<file path="config.mk">
export PLATFORM = sky130hd
export DESIGN_NAME = scan_rst_sequencer
export DESIGN_NICKNAME = d
export VERILOG_FILES = /design/src/rtl/scan_rst_pkg.sv /design/src/rtl/scan_rst_datapath.sv /design/src/rtl/scan_rst_ctrl.sv /design/src/rtl/scan_rst_sequencer.sv
export SDC_FILE = /design/constraint.sdc
export NUM_CORES = 1
export LEC_CHECK = 0
export ABC_AREA = 1
export BUFFER_PORTS_ARGS = -buffer_cell sky130_fd_sc_hd__buf_4
export CELL_PAD_IN_SITES_DETAIL_PLACEMENT = 0
export CELL_PAD_IN_SITES_GLOBAL_PLACEMENT = 1
export CORE_MARGIN = 3
export CORE_UTILIZATION = 39
export DETAILED_ROUTE_END_ITERATION = 10
export MAX_ROUTING_LAYER = met4
export PLACE_DENSITY = 0.81
export SYNTH_ARGS = -nofsm -noshare
export SYNTH_HDL_FRONTEND = slang
export SYNTH_HIERARCHICAL = 1
export SYNTH_SLANG_ARGS = --single-unit
</file>
<file path="constraint.sdc">
create_clock -name clk -period 1.6 [get_ports clk]
set_input_delay 0.16 -clock clk [delete_from_list [all_inputs] [get_ports clk]]
set_output_delay 0.16 -clock clk [all_outputs]
set_load 0.05 [all_outputs]
</file>
<file path="src/rtl/scan_rst_pkg.sv">
package scan_rst_pkg;

  typedef enum logic [2:0] {
    ST_IDLE,
    ST_LOAD1,
    ST_PULSE1,
    ST_UNLOAD1,
    ST_PULSE2,
    ST_UNLOAD2,
    ST_RELEASE,
    ST_DONE
  } seqState_t;

  typedef struct packed {
    logic clrCnt;   // restart the phase counter
    logic incCnt;   // advance the phase counter
    logic cmpEn;    // compare scanOut this cycle
    logic capture;  // latch run inputs, clear verdict
  } dpStrobe_t;

endpackage

</file>
<file path="src/rtl/scan_rst_datapath.sv">
module scan_rst_datapath
  import scan_rst_pkg::*;
#(
  parameter int CHAIN_LEN  = 8,
  parameter int RST_CYCLES = 2,
  parameter int IDX_W      = (CHAIN_LEN > 1) ? $clog2(CHAIN_LEN) : 1
) (
  input  logic                 clk,
  input  logic                 rstN,
  input  dpStrobe_t            strobe,
  input  logic [CHAIN_LEN-1:0] polMask,
  input  logic                 scanOut,
  output logic                 shiftLast,
  output logic                 pulseLast,
  output logic                 failValid,
  output logic [IDX_W-1:0]     failIndex
);

  localparam int CNT_MAX = (CHAIN_LEN > RST_CYCLES) ? CHAIN_LEN : RST_CYCLES;
  localparam int CNT_W   = $clog2(CNT_MAX + 1);

  logic [CNT_W-1:0]     cnt;
  logic [CHAIN_LEN-1:0] maskReg;
  logic [IDX_W-1:0]     bitSel;
  logic                 mismatch;

  assign shiftLast = (cnt == CNT_W'(CHAIN_LEN - 1));
  assign pulseLast = (cnt == CNT_W'(RST_CYCLES - 1));
  // Unload order: last flop first.
  assign bitSel    = IDX_W'(CNT_W'(CHAIN_LEN - 1) - cnt);
  assign mismatch  = (scanOut != maskReg[bitSel]);

  always_ff @(posedge clk or negedge rstN) begin
    if (!rstN) begin
      cnt <= '0;
    end else if (strobe.clrCnt) begin
      cnt <= '0;
    end else if (strobe.incCnt) begin
      cnt <= cnt + 1'b1;
    end
  end

  always_ff @(posedge clk or negedge rstN) begin
    if (!rstN) begin
      maskReg   <= '0;
      failValid <= 1'b0;
      failIndex <= '0;
    end else if (strobe.capture) begin
      maskReg   <= polMask;
      failValid <= 1'b0;
      failIndex <= '0;
    end else if (strobe.cmpEn && mismatch && !failValid) begin
      failValid <= 1'b1;
      failIndex <= bitSel;
    end
  end

  assert_fail_sticky_R8: assert property (@(posedge clk) disable iff (!rstN)
    (failValid && !strobe.capture) |=> (failValid && $stable(failIndex)));

  assert_cmp_in_range_R5: assert property (@(posedge clk) disable iff (!rstN)
    strobe.cmpEn |-> (cnt < CNT_W'(CHAIN_LEN)));

endmodule

</file>
<file path="src/rtl/scan_rst_ctrl.sv">
module scan_rst_ctrl
  import scan_rst_pkg::*;
(
  input  logic      clk,
  input  logic      rstN,
  input  logic      start,
  input  logic      syncMode,
  input  logic      shiftLast,
  input  logic      pulseLast,
  input  logic      failValid,
  output dpStrobe_t strobe,
  output logic      scanIn,
  output logic      scanEnable,
  output logic      chainRstN,
  output logic      chainClkEn,
  output logic      done,
  output logic      pass
);

  seqState_t state, nextState;
  logic      syncReg;
  logic      launch;

  assign launch = start && (state == ST_IDLE || state == ST_DONE);

  always_ff @(posedge clk or negedge rstN) begin
    if (!rstN) begin
      state   <= ST_IDLE;
      syncReg <= 1'b0;
    end else begin
      state <= nextState;
      if (launch) syncReg <= syncMode;
    end
  end

  always_comb begin
    nextState  = state;
    strobe     = '0;
    scanIn     = 1'b0;
    scanEnable = 1'b0;
    chainRstN  = 1'b1;
    chainClkEn = 1'b0;
    done       = 1'b0;
    case (state)
      ST_IDLE, ST_DONE: begin
        done = (state == ST_DONE);
        if (launch) begin
          nextState      = ST_LOAD1;
          strobe.clrCnt  = 1'b1;
          strobe.capture = 1'b1;
        end
      end
      ST_LOAD1: begin
        scanEnable    = 1'b1;
        chainClkEn    = 1'b1;
        scanIn        = 1'b1;
        strobe.incCnt = 1'b1;
        if (shiftLast) begin
          nextState     = ST_PULSE1;
          strobe.clrCnt = 1'b1;
        end
      end
      ST_PULSE1, ST_PULSE2: begin
        chainRstN     = 1'b0;
        chainClkEn    = syncReg && pulseLast;
        strobe.incCnt = 1'b1;
        if (pulseLast) begin
          nextState     = (state == ST_PULSE1) ? ST_UNLOAD1 : ST_UNLOAD2;
          strobe.clrCnt = 1'b1;
        end
      end
      ST_UNLOAD1, ST_UNLOAD2: begin
        scanEnable    = 1'b1;
        chainClkEn    = 1'b1;
        strobe.incCnt = 1'b1;
        strobe.cmpEn  = 1'b1;
        if (shiftLast) begin
          nextState     = (state == ST_UNLOAD1) ? ST_PULSE2 : ST_RELEASE;
          strobe.clrCnt = 1'b1;
        end
      end
      ST_RELEASE: nextState = ST_DONE;
      default:    nextState = ST_IDLE;
    endcase
  end

  assign pass = done && !failValid;

  assert_no_shift_in_reset_R4: assert property (@(posedge clk) disable iff (!rstN)
    scanEnable |-> chainRstN);

  assert_clock_in_pulse_sync_R4: assert property (@(posedge clk) disable iff (!rstN)
    (chainClkEn && !chainRstN) |-> syncReg);

  assert_done_quiet_R7: assert property (@(posedge clk) disable iff (!rstN)
    done |-> (chainRstN && !scanEnable && !chainClkEn));

  assert_release_to_done_R7: assert property (@(posedge clk) disable iff (!rstN)
    (state == ST_RELEASE) |=> done);

  assert_busy_ignores_start_R9: assert property (@(posedge clk) disable iff (!rstN)
    (start && state != ST_IDLE && state != ST_DONE && state != ST_UNLOAD2)
      |=> (state != ST_LOAD1 || $past(state) == ST_LOAD1));

endmodule

</file>
<file path="src/rtl/scan_rst_sequencer.sv">
module scan_rst_sequencer
  import scan_rst_pkg::*;
#(
  parameter int CHAIN_LEN  = 8,
  parameter int RST_CYCLES = 2,
  parameter int IDX_W      = (CHAIN_LEN > 1) ? $clog2(CHAIN_LEN) : 1
) (
  input  logic                 clk,
  input  logic                 rstN,
  input  logic                 start,
  input  logic                 syncMode,
  input  logic [CHAIN_LEN-1:0] polMask,
  input  logic                 scanOut,
  output logic                 scanIn,
  output logic                 scanEnable,
  output logic                 chainRstN,
  output logic                 chainClkEn,
  output logic                 done,
  output logic                 pass,
  output logic                 failValid,
  output logic [IDX_W-1:0]     failIndex
);

  dpStrobe_t strobe;
  logic      shiftLast;
  logic      pulseLast;

  scan_rst_ctrl i_ctrl (
    .clk        (clk),
    .rstN       (rstN),
    .start      (start),
    .syncMode   (syncMode),
    .shiftLast  (shiftLast),
    .pulseLast  (pulseLast),
    .failValid  (failValid),
    .strobe     (strobe),
    .scanIn     (scanIn),
    .scanEnable (scanEnable),
    .chainRstN  (chainRstN),
    .chainClkEn (chainClkEn),
    .done       (done),
    .pass       (pass)
  );

  scan_rst_datapath #(
    .CHAIN_LEN  (CHAIN_LEN),
    .RST_CYCLES (RST_CYCLES),
    .IDX_W      (IDX_W)
  ) i_datapath (
    .clk       (clk),
    .rstN      (rstN),
    .strobe    (strobe),
    .polMask   (polMask),
    .scanOut   (scanOut),
    .shiftLast (shiftLast),
    .pulseLast (pulseLast),
    .failValid (failValid),
    .failIndex (failIndex)
  );

endmodule

</file>
==> impl_metrics.json, run 1 <==
{
  "dpl.cell_count": 217,
  "clk_pin_slew_ns": 0.13,
  "start_util_pct": 42.1,
  "fp.dieW_um": 61.2,
  "postSynthCellCount": 160,
  "drtIter0Drc": 44,
  "fin_nets": 217,
  "vias_per_cell": 4.88,
  "clock-sinks": 20,
  "final_core_util_pct": 60.1,
  "ctsHtreeMaxLevel": 1,
  "synth_area_um2": 1190,
  "pin_count": 23,
  "relSlewSlack_pct": 82.5,
  "preCtsSetupSlack_ns": 0.0734,
  "drv_slew": 0,
  "period_share_pct": 98.9,
  "yosysWarnings": 6,
  "arrival_ns": 1.85,
  "critPathLaunch": "i_datapath/cnt[0]",
  "wl_um": 2920,
  "drt_pass1_iterations": 4,
  "grt_pass1_wl_um": 4510,
  "min_path_type": "input port to flip-flop",
  "die_area_um2": 3750,
  "clk_latency_ns": 0.31,
  "cts_buffer_depth": 2,
  "numCtsBuffers": 3,
  "num_vias": 1133,
  "cp.required_ns": 1.86,
  "synth_area_leaders": "dfrtp_1, nand2_1, inv_1",
  "timing.rr.start": "i_datapath/cnt[0]",
  "min-delay-start": "syncMode",
  "rsz0062_at_grt": "true",
  "yosys.area.top_type_share_pct": 42.1,
  "rows": 19,
  "drive_gt1_share_pct": 46.3,
  "cts_root_buf": "clkbuf_4",
  "gp_congestion": 0.828,
  "worstMarginPinSlew_ns": 0.263,
  "overflow": 0,
  "synth_seq_cells": 20,
  "area_growth_pct": 42.9,
  "io_buffers": 22,
  "grt_max_degree": 21,
  "endpoint_kind": "flip-flop",
  "grt_pass1_vias": 1049,
  "drc_errors": 0,
  "chipHeight_um": 61.2,
  "final_area_um2": 1700,
  "cts_tree": "done",
  "crit_type": "flip-flop to flip-flop",
  "finalNonFillerCells": 232,
  "syn-num-nets": 175,
  "status": "completed",
  "n_antenna_cell": 0,
  "vdd_drop_max_mv": 0.920,
  "maxCapViolations": 0,
  "fillers": 261,
  "yosysTopAreaCell": "dfrtp_1",
  "antenna_found_initial": 0,
  "setup_violations": 0,
  "fmax_ghz": 0.632,
  "crit_fanout": 5,
  "fp.coreArea_um2": 2830,
  "place_hpwl_um": 2060,
  "wire_per_inst_um": 12.6,
  "finClkSkew_ns": 0.0179,
  "seq_area_frac_synth_pct": 42.1,
  "leakage_nw": 0.875,
  "layout_setup_ws_ns": 0.0180,
  "p_per_area_nw_per_um2": 2430,
  "ant_nets": 0,
  "synth.distinct_cells": 25,
  "post_dp_cell_area_um2": 1450,
  "grt_use_total_pct": 17.0,
  "period_needed_ns": 1.58,
  "cp-start-kind": "flip-flop",
  "r2r_setup_slack_ns": 0.02,
  "synth_area_per_cell_um2": 7.44,
  "holdWs_ns": 0.0392,
  "final-hold-violation-count": 0
}
flip-flops by register name (all words and copies together) (netlist names):
signal                count
i_ctrl/state              3
i_ctrl/syncReg            1
i_datapath/maskReg        8
i_datapath/failIndex      3
i_datapath/cnt            4
i_datapath/failValid      1
through the flow:
stage | power, W | setup TNS [ns]
after floorplan | 0.00262 | -0.0546
after global placement | 0.00318 | 0
after detailed placement | 0.00322 | 0
after CTS | 0.00382 | 0
after global routing | 0.00447 | -0.436
final | 0.00413 | 0
report_power, final:
| group | internal (W) | total (W) | switching, W |
|---|---|---|---|
| Combinational | 0.00107 | 0.00276 | 0.00169 |
| Clock | 0.000253 | 0.000421 | 0.000167 |
| Sequential | 0.000769 | 0.000950 | 0.000181 |
| Total | 0.00209 | 0.00413 | 0.00204 |
Yosys cell counts:
library cell / n
a211oi_1: 1
a21oi_1: 3
a21oi_2: 1
a31oi_1: 1
buf_1: 1
buf_4: 2
buf_6: 2
dfrtp_1: 20
ha_1: 2
inv_1: 24
inv_2: 4
inv_4: 1
nand2_1: 47
nand2_2: 4
nand2_4: 2
nand3_1: 11
nand3_2: 4
nand3_4: 1
nand4_1: 2
nor2_1: 10
nor2_2: 1
nor3_1: 5
nor4_1: 1
o21ai_0: 9
o21ai_1: 1
cells by family after synthesis:
| kind of cell | after synthesis | synth area share, % |
|---|---|---|
| simple gates | 88 | 35.6 |
| buf+inv | 34 | 12.8 |
| fa+ha+maj | 2 | 2.10 |
| flops | 20 | 42.1 |
| compound gates | 16 | 7.36 |
layer usage:
| metal | GRT usage (%) | up-vias | part of all wire, % |
|---|---|---|---|
| li1 | - | 578 | - |
| met5 | - | - | 0 |
| met2 | 26.0 | 22 | 51 |
| met4 | 7.12 | 0 | 1.1 |
| met3 | 2.73 | 4 | 2.8 |
| met1 | 22.3 | 529 | 45 |
layout make-up:
| type | instances | area (um2) | area share (%) |
|---|---|---|---|
| clock buffer | 3 | 22.5 | 1.32 |
| clock inverter | 1 | 30.0 | 1.77 |
| inverter | 29 | 118 | 6.92 |
| multi-input combinational | 106 | 646 | 38.0 |
| sequential | 20 | 505 | 29.7 |
| tap | 31 | 38.8 | 2.28 |
| timing repair buffer | 42 | 340 | 20.0 |
critical path, cell delays in order (launching register included):
cell     delay (ns)
dfrtp_2        0.47
buf_6          0.13
buf_6          0.12
inv_6          0.06
nand2_2        0.05
nand3_2        0.07
nand3_2        0.09
nand2_1        0.07
nand2_1        0.07
nand2_2        0.10
nand3_4        0.11
nand2_4        0.10
nand2_1        0.05
nand2_1        0.06
what timing repair did:
| action | CTS | global route |
|---|---|---|
| pin swaps | 3 | 10 |
| endpoints found under the hold margin | 20 | 0 |
| hold buffers | 1 | 0 |
| buffers inserted | 7 | 4 |
| resized for setup | 6 | 28 |
| endpoints found under the setup margin | 2 | 11 |
layout by cell type (no fill, tap or decap), drive strengths merged:
cell type / count
o21ai: 10
nor2: 11
nor4: 1
inv: 28
nor3: 5
bufinv: 1
buf: 41
a21oi: 4
clkbuf: 3
ha: 2
dlygate4sd3: 1
clkinvlp: 1
nand4: 2
nand3: 16
a31oi: 1
nand2: 53
dfrtp: 20
a211oi: 1
worst paths after layout:
kind	endpoint	depth (start not counted)
worst max-delay path	i_datapath/failIndex[0]	13
worst min-delay path	i_ctrl/syncReg	3
worst max register to register	i_datapath/failIndex[0]	13
worst min register to register	i_ctrl/syncReg	2
max in group asynchronous	i_ctrl/state[2]	2
min in group asynchronous	i_ctrl/syncReg	2
Note: power is estimated with default switching activity, not from simulation.
==> run 2: changes to the inputs <==
ABC_AREA = unset   (was 1)
CORE_UTILIZATION = 42   (was 39)
PLACE_DENSITY = 0.82   (was 0.81)
==> run 2 against run 1 <==
  * The flow now finishes with violations (setup timing)
  * First-iteration DRC count shrank 23%
  * Setup slack lost 0.31 ns
  * Design area grew 7.2%
  * Sequential share of layout area shrank 2.2 points
  * Die area shrank 3.7%
  * Core utilization grew 9.1 points
  * Hold slack gained 0.046 ns
  * Via count shrank 7.7%
  * Sequential power shrank 2%
  * Critical path depth shrank 8
  * Critical path type unchanged
==> impl_metrics.json, run 2 <==
{
  "drtIter0Drc": 34,
  "cp_top_family": "multiplexers",
  "numCtsBuffers": 3,
  "period_share_pct": 118,
  "clock-sinks": 20,
  "drv_slew": 0,
  "cts_tree": "done",
  "drt_pass1_iterations": 2,
  "synth_ff_type": "dfrtp_1",
  "gp_congestion": 0.834,
  "grt_max_degree": 21,
  "clk_pin_slew_ns": 0.10,
  "ant_nets": 0,
  "fmax_ghz": 0.529,
  "path_cells": "mux2_4 > or3_4 > nand4_4 > mux2i_4 > mux2_4",
  "final_common_cell": "buf_4",
  "wl_met2_um": 1590,
  "critPathSlowestCell": "dfrtp_1",
  "finClkSkew_ns": 0.00132,
  "violations": "setup timing",
  "internal-power_w": 0.00225,
  "largest_reg_flops": 8,
  "syn-num-nets": 136,
  "synth.distinct_cells": 40,
  "drive_gt1_share_pct": 54.2,
  "met3_length_um": 89,
  "synth_seq_cells": 20,
  "p_switching_w": 0.00162,
  "crit_path_frequent_cell": "mux2_4",
  "top_layer_used": "met4",
  "wire_per_inst_um": 14.4,
  "drc_errors": 0,
  "comb_power_share_pct": 69.8,
  "seq_area_frac_synth_pct": 40.7,
  "leakage_nw": 0.857,
  "setup_violations": 18,
  "pin_count": 23,
  "largest_register": "i_datapath/maskReg",
  "status": "finished, violations left",
  "preCtsSetupSlack_ns": -0.308,
  "grt_pass1_vias": 1058,
  "final_cell_mix": "buf_4, dfrtp_1, mux2_4, buf_6, nor2_1",
  "chipHeight_um": 60.1,
  "fillers": 208,
  "finalNonFillerCells": 198,
  "io_buffers": 22,
  "clkPwrFrac_pct": 6.0,
  "rows": 18,
  "overflow": 0,
  "clk_latency_ns": 0.29,
  "synth_area_um2": 1230,
  "async_flop_share_pct": 100,
  "area_growth_pct": 48.4,
  "fin_nets": 185,
  "wl_met1_um": 1130,
  "arrival_ns": 2.08,
  "dpl.cell_count": 181,
  "vdd_drop_max_mv": 1.67,
  "relSlewSlack_pct": 78.5,
  "fp.coreArea_um2": 2640,
  "worstMarginPinSlew_ns": 0.322,
  "synth_area_per_cell_um2": 10.2,
  "layout_setup_ws_ns": -0.289,
  "yosysWarnings": 6,
  "start_util_pct": 46.6,
  "seqPwrFrac_pct": 24.2,
  "crit_type": "flip-flop to flip-flop",
  "postSynthCellCount": 121,
  "synth_edf_count": 0,
  "cp-start-kind": "flip-flop",
  "num_vias": 1046,
  "finalPower_w": 0.00387,
  "vias_per_cell": 5.28,
  "grt_use_total_pct": 17.2,
  "endpoint_kind": "flip-flop",
  "period_needed_ns": 1.89,
  "ys_top_cells_by_count": "dfrtp_1, nor2_1, mux2_2",
  "yosys.area.top_type_share_pct": 40.7,
  "grt_pass1_wl_um": 4480,
  "n_antenna_cell": 0,
  "final-hold-violation-count": 0,
  "fp.dieW_um": 60.1,
  "wl_um": 2860,
  "crit_buf_inv": 0,
  "post-synth-top-count-cell": "dfrtp_1",
  "rsz0062_at_grt": "true",
  "cts_root_buf": "clkbuf_4",
  "switching_share_pct": 41.9,
  "place_hpwl_um": 1910,
  "slowest_delay_ns": 0.42,
  "die_area_um2": 3610,
  "yosysTopAreaCell": "dfrtp_1",
  "crit_fanout": 3,
  "cp.required_ns": 1.79,
  "cts_buffer_depth": 2,
  "reg_top3": "i_datapath/maskReg (8), i_datapath/cnt (4)",
  "antenna_found_initial": 0,
  "maxCapViolations": 0,
  "ctsHtreeMaxLevel": 1,
  "min_path_type": "input port to flip-flop",
  "synth_area_leaders": "dfrtp_1, mux2_2, mux2i_1",
  "p_per_area_nw_per_um2": 2120
}
[run 2: layout make-up]
cell class                 instances  area (um2)  area share (%)
tap                               30        37.5            2.06
clock buffer                       3        22.5            1.24
multi-input combinational         88         800            43.9
inverter                           4        15.0           0.824
sequential                        20         502            27.5
timing repair buffer              53         447            24.5
[run 2: path summary, 6_finish.rpt]
kind / startpoint / endpoint / slack [ns] / cells after the start
min reg2reg: i_datapath/maskReg[7] / i_datapath/maskReg[7] / 0.52 / 1
min in group asynchronous: rstN / i_datapath/cnt[2] / 0.27 / 2
min: polMask[6] / i_datapath/maskReg[6] / 0.09 / 2
max in group asynchronous: rstN / i_ctrl/state[0] / 1.11 / 2
max reg2reg: i_datapath/cnt[0] / i_datapath/failIndex[1] / -0.29 / 5
max: i_datapath/cnt[0] / i_datapath/failIndex[1] / -0.29 / 5
[run 2: per-layer routing]
metal	GRT usage (%)	vias up
li1	-	515
met2	28.2	19
met5	-	-
met4	9.18	0
met3	3.89	5
met1	19.3	507
[run 2: repair_timing]
action,4_1_cts,5_1_grt
pin swaps,6,9
hold endpoints to repair,20,0
gates resized for setup,17,30
endpoints found under the setup margin,18,21
hold buffers,1,0
buffers inserted,2,12
gates cloned,1,0
[run 2: cell families after synthesis]
family          after synthesis  share of synthesized area (%)
flops                        20                           40.7
compound gates               19                           10.3
mux                          18                           16.2
buf+inv                      13                           7.84
xor+xnor                      5                           3.56
fa+ha+maj                     2                           2.04
simple gates                 44                           19.3
[run 2: power groups by stage]
stage / Clock, W / Combinational [W] / Sequential, W
after floorplan: 0 / 0.00140 / 0.00100
after global placement: 0 / 0.00196 / 0.000896
after detailed placement: 0 / 0.00201 / 0.000905
after CTS: 0.000241 / 0.00227 / 0.000909
after global routing: 0.000269 / 0.00292 / 0.000967
final: 0.000233 / 0.00270 / 0.000935
[run 2: stage by stage]
step / setup TNS [ns] / hold WS (ns) / util (%) / instance area [um2]
6_report: -1.58 / 0.0856 / 69.2 / 1820
5_1_grt: -2.94 / 0.0696 / 69.2 / 1820
4_1_cts: -1.65 / 0.0812 / 62.1 / 1640
3_5_place_dp: -1.57 / 0.0534 / 57.1 / 1500
3_3_place_gp: -1.14 / 0.0511 / 57.1 / 1500
2_1_floorplan: -1.61 / -0.136 / - / 1260
==> run 3: changes to the inputs <==
CELL_PAD_IN_SITES_DETAIL_PLACEMENT = 1   (was 0)
CORE_UTILIZATION = 40   (was 42)
PLACE_DENSITY = 0.81   (was 0.82)
SYNTH_HIERARCHICAL = unset   (was 1)
==> run 3 against run 2 <==
  * The flow now stops in global routing
  * Synthesized cell count rose by 3.3%
  * Synthesized area fell by 5.6%
==> impl_metrics.json, run 3 <==
{
  "post-synth-top-count-cell": "nand2_1",
  "rows": 18,
  "status": "did not finish",
  "yosysTopAreaCell": "dfrtp_1",
  "synth_ff_type": "dfrtp_1",
  "io_buffers": 22,
  "grt_max_degree": 21,
  "error": "[ERROR DPL-0033] detailed placement checks failed during check placement.",
  "worst_path_end_type": "register data pin",
  "postSynthCellCount": 125,
  "yosysWarnings": 0,
  "synth_seq_cells": 20,
  "async_flop_share_pct": 100,
  "seq_area_frac_synth_pct": 43.1,
  "synth.distinct_cells": 35,
  "syn-num-nets": 145,
  "synth_area_um2": 1160,
  "synth_area_per_cell_um2": 9.28,
  "synth_area_leaders": "dfrtp_1, nand2_1, ha_1",
  "failing_step": "global routing",
  "ctsHtreeMaxLevel": 1,
  "yosys.area.top_type_share_pct": 43.1,
  "pin_count": 23,
  "numCtsBuffers": 3,
  "start_util_pct": 44.4,
  "fp.dieW_um": 59.9,
  "cts_root_buf": "clkbuf_4",
  "gp_congestion": 0.853,
  "clock-sinks": 20,
  "synth_edf_count": 0,
  "chipHeight_um": 59.9,
  "ys_top_cells_by_count": "nand2_1, dfrtp_1, ha_1, inv_1, nor2_1",
  "preCtsSetupSlack_ns": -0.204,
  "cts_buffer_depth": 2,
  "grt-worst-endpoint": "i_datapath.failIndex[0]$_DFFE_PN0P_/D",
  "antenna_found_initial": 0,
  "place_hpwl_um": 2440
}
-- run 3: logic make-up after synthesis --
group / Yosys count / share of synthesized area, %
compound gates: 17 / 11.2
flops: 20 / 43.1
buf+inv: 12 / 5.07
xor+xnor: 4 / 3.02
mux: 7 / 6.15
fa+ha+maj: 7 / 7.55
simple gates: 58 / 23.8
-- run 3: timing repair --
| item | CTS |
|---|---|
| gates cloned | 1 |
| pin swaps | 13 |
| resized for setup | 39 |
| hold buffers | 1 |
| endpoints found under the hold margin | 20 |
| setup endpoints to repair | 26 |
| setup buffers | 6 |
-- run 3: per-stage QoR --
stage                     cells  instance area [um2]
after floorplan             125                 1210
after global placement      191                 1520
after detailed placement    191                 1520
after CTS                   203                 1810
==> run 4: changes to the inputs <==
CELL_PAD_IN_SITES_DETAIL_PLACEMENT = unset   (was 1)
CELL_PAD_IN_SITES_GLOBAL_PLACEMENT = unset   (was 1)
CORE_AREA = 3 3 64 66   (was unset)
CORE_MARGIN = unset   (was 3)
CORE_UTILIZATION = unset   (was 40)
DIE_AREA = 0 0 67 69   (was unset)
MAX_ROUTING_LAYER = unset   (was met4)
PLACE_DENSITY = unset   (was 0.81)
PLACE_DENSITY_LB_ADDON = 0.15   (was unset)
==> run 4 against run 3 <==
  * The flow now finishes, with violations (setup timing)
  * Synthesized area is the same
  * Synthesized cell count stayed put
==> impl_metrics.json, run 4 <==
{
  "cp.required_ns": 1.44,
  "n_antenna_cell": 0,
  "die_area_um2": 4620,
  "grt_pass1_wl_um": 4830,
  "r2r_setup_slack_ns": -0.13,
  "syn-num-nets": 145,
  "synth_seq_cells": 20,
  "drv_slew": 0,
  "final_common_cell": "buf_4",
  "gp_congestion": 0.829,
  "rsz0062_at_grt": "true",
  "endpoint_kind": "output port",
  "pin_count": 23,
  "layout_setup_ws_ns": -0.147,
  "yosys.area.top_type_share_pct": 43.1,
  "io_buffers": 22,
  "synth_area_per_cell_um2": 9.28,
  "synth_area_um2": 1160,
  "overflow": 0,
  "fp.dieW_um": 67,
  "ctsHtreeMaxLevel": 1,
  "cts_buffer_depth": 2,
  "grt_pass1_vias": 1086,
  "relSlewSlack_pct": 76.8,
  "post_dp_cell_area_um2": 1550,
  "postSynthCellCount": 125,
  "maxCapViolations": 0,
  "switching_share_pct": 44.4,
  "synthXorXnorAreaFrac_pct": 3.02,
  "finClkSkew_ns": 0.00948,
  "yosysWarnings": 0,
  "wl_um": 2900,
  "min_path_type": "input port to flip-flop",
  "antenna_found_initial": 0,
  "fmax_ghz": 0.572,
  "area_growth_pct": 68.1,
  "synth_edf_count": 0,
  "final_core_util_pct": 53.7,
  "ys_top_cells_by_count": "nand2_1, dfrtp_1, ha_1, inv_1, nor2_1",
  "largest_register": "i_datapath.maskReg",
  "post-synth-top-count-cell": "nand2_1",
  "final_area_um2": 1950,
  "yosysTopAreaCell": "dfrtp_1",
  "synth_fa_ha_area_share_pct": 7.55,
  "setup_violations": 14,
  "crit_fanout": 4,
  "final_cell_mix": "buf_4, dfrtp_1, nand2_1, nand2_2, buf_6",
  "grt_use_total_pct": 13.2,
  "status": "finished, violations left",
  "crit_type": "flip-flop to output port",
  "seqPwrFrac_pct": 20.0,
  "place_hpwl_um": 1990,
  "arrival_ns": 1.59,
  "clk_pin_slew_ns": 0.08,
  "clkPwrFrac_pct": 8.3,
  "cts_root_buf": "clkbuf_8",
  "start_util_pct": 31.9,
  "period_share_pct": 109,
  "violations": "setup timing",
  "yosys.area_share.simple_pct": 23.8,
  "num_vias": 1036,
  "vdd_drop_max_mv": 0.699,
  "synth_mux_area_share_pct": 6.15,
  "final.setup.tns_ns": -1.08,
  "cp-start-kind": "flip-flop",
  "internal-power_w": 0.00260,
  "period_needed_ns": 1.75,
  "synth-compound-area-share_pct": 11.2,
  "rows": 22,
  "final-hold-violation-count": 0,
  "p_switching_w": 0.00208,
  "comb_power_share_pct": 71.6,
  "drt_pass1_iterations": 3,
  "drc_errors": 0,
  "clk_latency_ns": 0.26,
  "p_per_area_nw_per_um2": 2400,
  "synth.distinct_cells": 35,
  "clock-sinks": 20,
  "synth_top_family_by_area": "simple AND/OR/NAND/NOR gates",
  "fin_nets": 197,
  "vias_per_cell": 4.63,
  "cts_tree": "done",
  "synth_area_leaders": "dfrtp_1, nand2_1, ha_1",
  "wire_per_inst_um": 12.9,
  "synth_ff_type": "dfrtp_1",
  "largest_reg_flops": 8,
  "async_flop_share_pct": 100,
  "drive_gt1_share_pct": 58.0,
  "ant_nets": 0,
  "leakage_nw": 0.918,
  "worstMarginPinSlew_ns": 0.346,
  "holdWs_ns": 0.0823,
  "drtIter0Drc": 28,
  "reg_top3": "i_datapath.maskReg (8), i_datapath.cnt (4)",
  "seq_area_frac_synth_pct": 43.1,
  "fp.coreArea_um2": 3630,
  "numCtsBuffers": 3,
  "chipHeight_um": 69,
  "grt_max_degree": 21
}
## run 4: final timing paths
kind,start,to,cells after the start
worst max-delay path,i_ctrl.state[0],chainClkEn,7
worst min-delay path,polMask[7],i_datapath.maskReg[7],3
worst max register to register,i_ctrl.state[1],i_ctrl.state[1],7
worst min register to register,i_datapath.maskReg[4],i_datapath.maskReg[4],2
max in group asynchronous,rstN,i_datapath.cnt[2],2
min in group asynchronous,rstN,i_datapath.failIndex[2],2
## run 4: cell type report
type	count	area, um2
inverters	7	26.3
flip-flops and latches	20	504
well taps	48	60.1
repair buffers	52	484
clock buffers	4	55.1
multi-input cells	93	820
fillers	361	1680
## run 4: metal layers
| metal | global-route usage, % | wire length, um | vias up |
|---|---|---|---|
| met5 | 0 | 0 | - |
| met2 | 21.6 | 1490 | 20 |
| met4 | 5.18 | 56 | 0 |
| li1 | - | - | 528 |
| met1 | 16.8 | 1260 | 481 |
| met3 | 2.44 | 97 | 7 |
## run 4: per-stage QoR
step	worst slack, ns	total power [W]	cells
floorplan	-0.150	0.00262	125
global placement	-0.142	0.00346	208
detailed placement	-0.137	0.00347	208
CTS	-0.157	0.00425	219
global route	-0.220	0.00503	224
finish	-0.147	0.00468	224
## run 4: worst max-delay path, stage by stage (launching register included)
cell and delay (ns):
dfrtp_2 0.43, ha_2 0.22, buf_6 0.12, nor2b_4 0.12, nor2_2 0.12, buf_4 0.13, o21ai_2 0.05, buf_6 0.15
## run 4: power by group through the flow
stage	registers [W]	logic [W]	clock network, W
2_1_floorplan	0.00102	0.00161	0
3_3_place_gp	0.000926	0.00253	0
3_5_place_dp	0.000934	0.00254	0
4_1_cts	0.000929	0.00292	0.000404
5_1_grt	0.000977	0.00364	0.000416
6_report	0.000937	0.00335	0.000390
## run 4: logic make-up after synthesis
group,Yosys count
compound gates,17
buf+inv,12
mux,7
xor+xnor,4
simple gates,58
flops,20
fa+ha+maj,7
## run 4: what timing repair did
action | CTS | global route
buffers inserted | 6 | 4
resized for setup | 23 | 33
gates cloned | 0 | 1
pin swaps | 10 | 13
hold buffers | 1 | 0
endpoints found under the hold margin | 20 | 0
setup endpoints to repair | 22 | 25
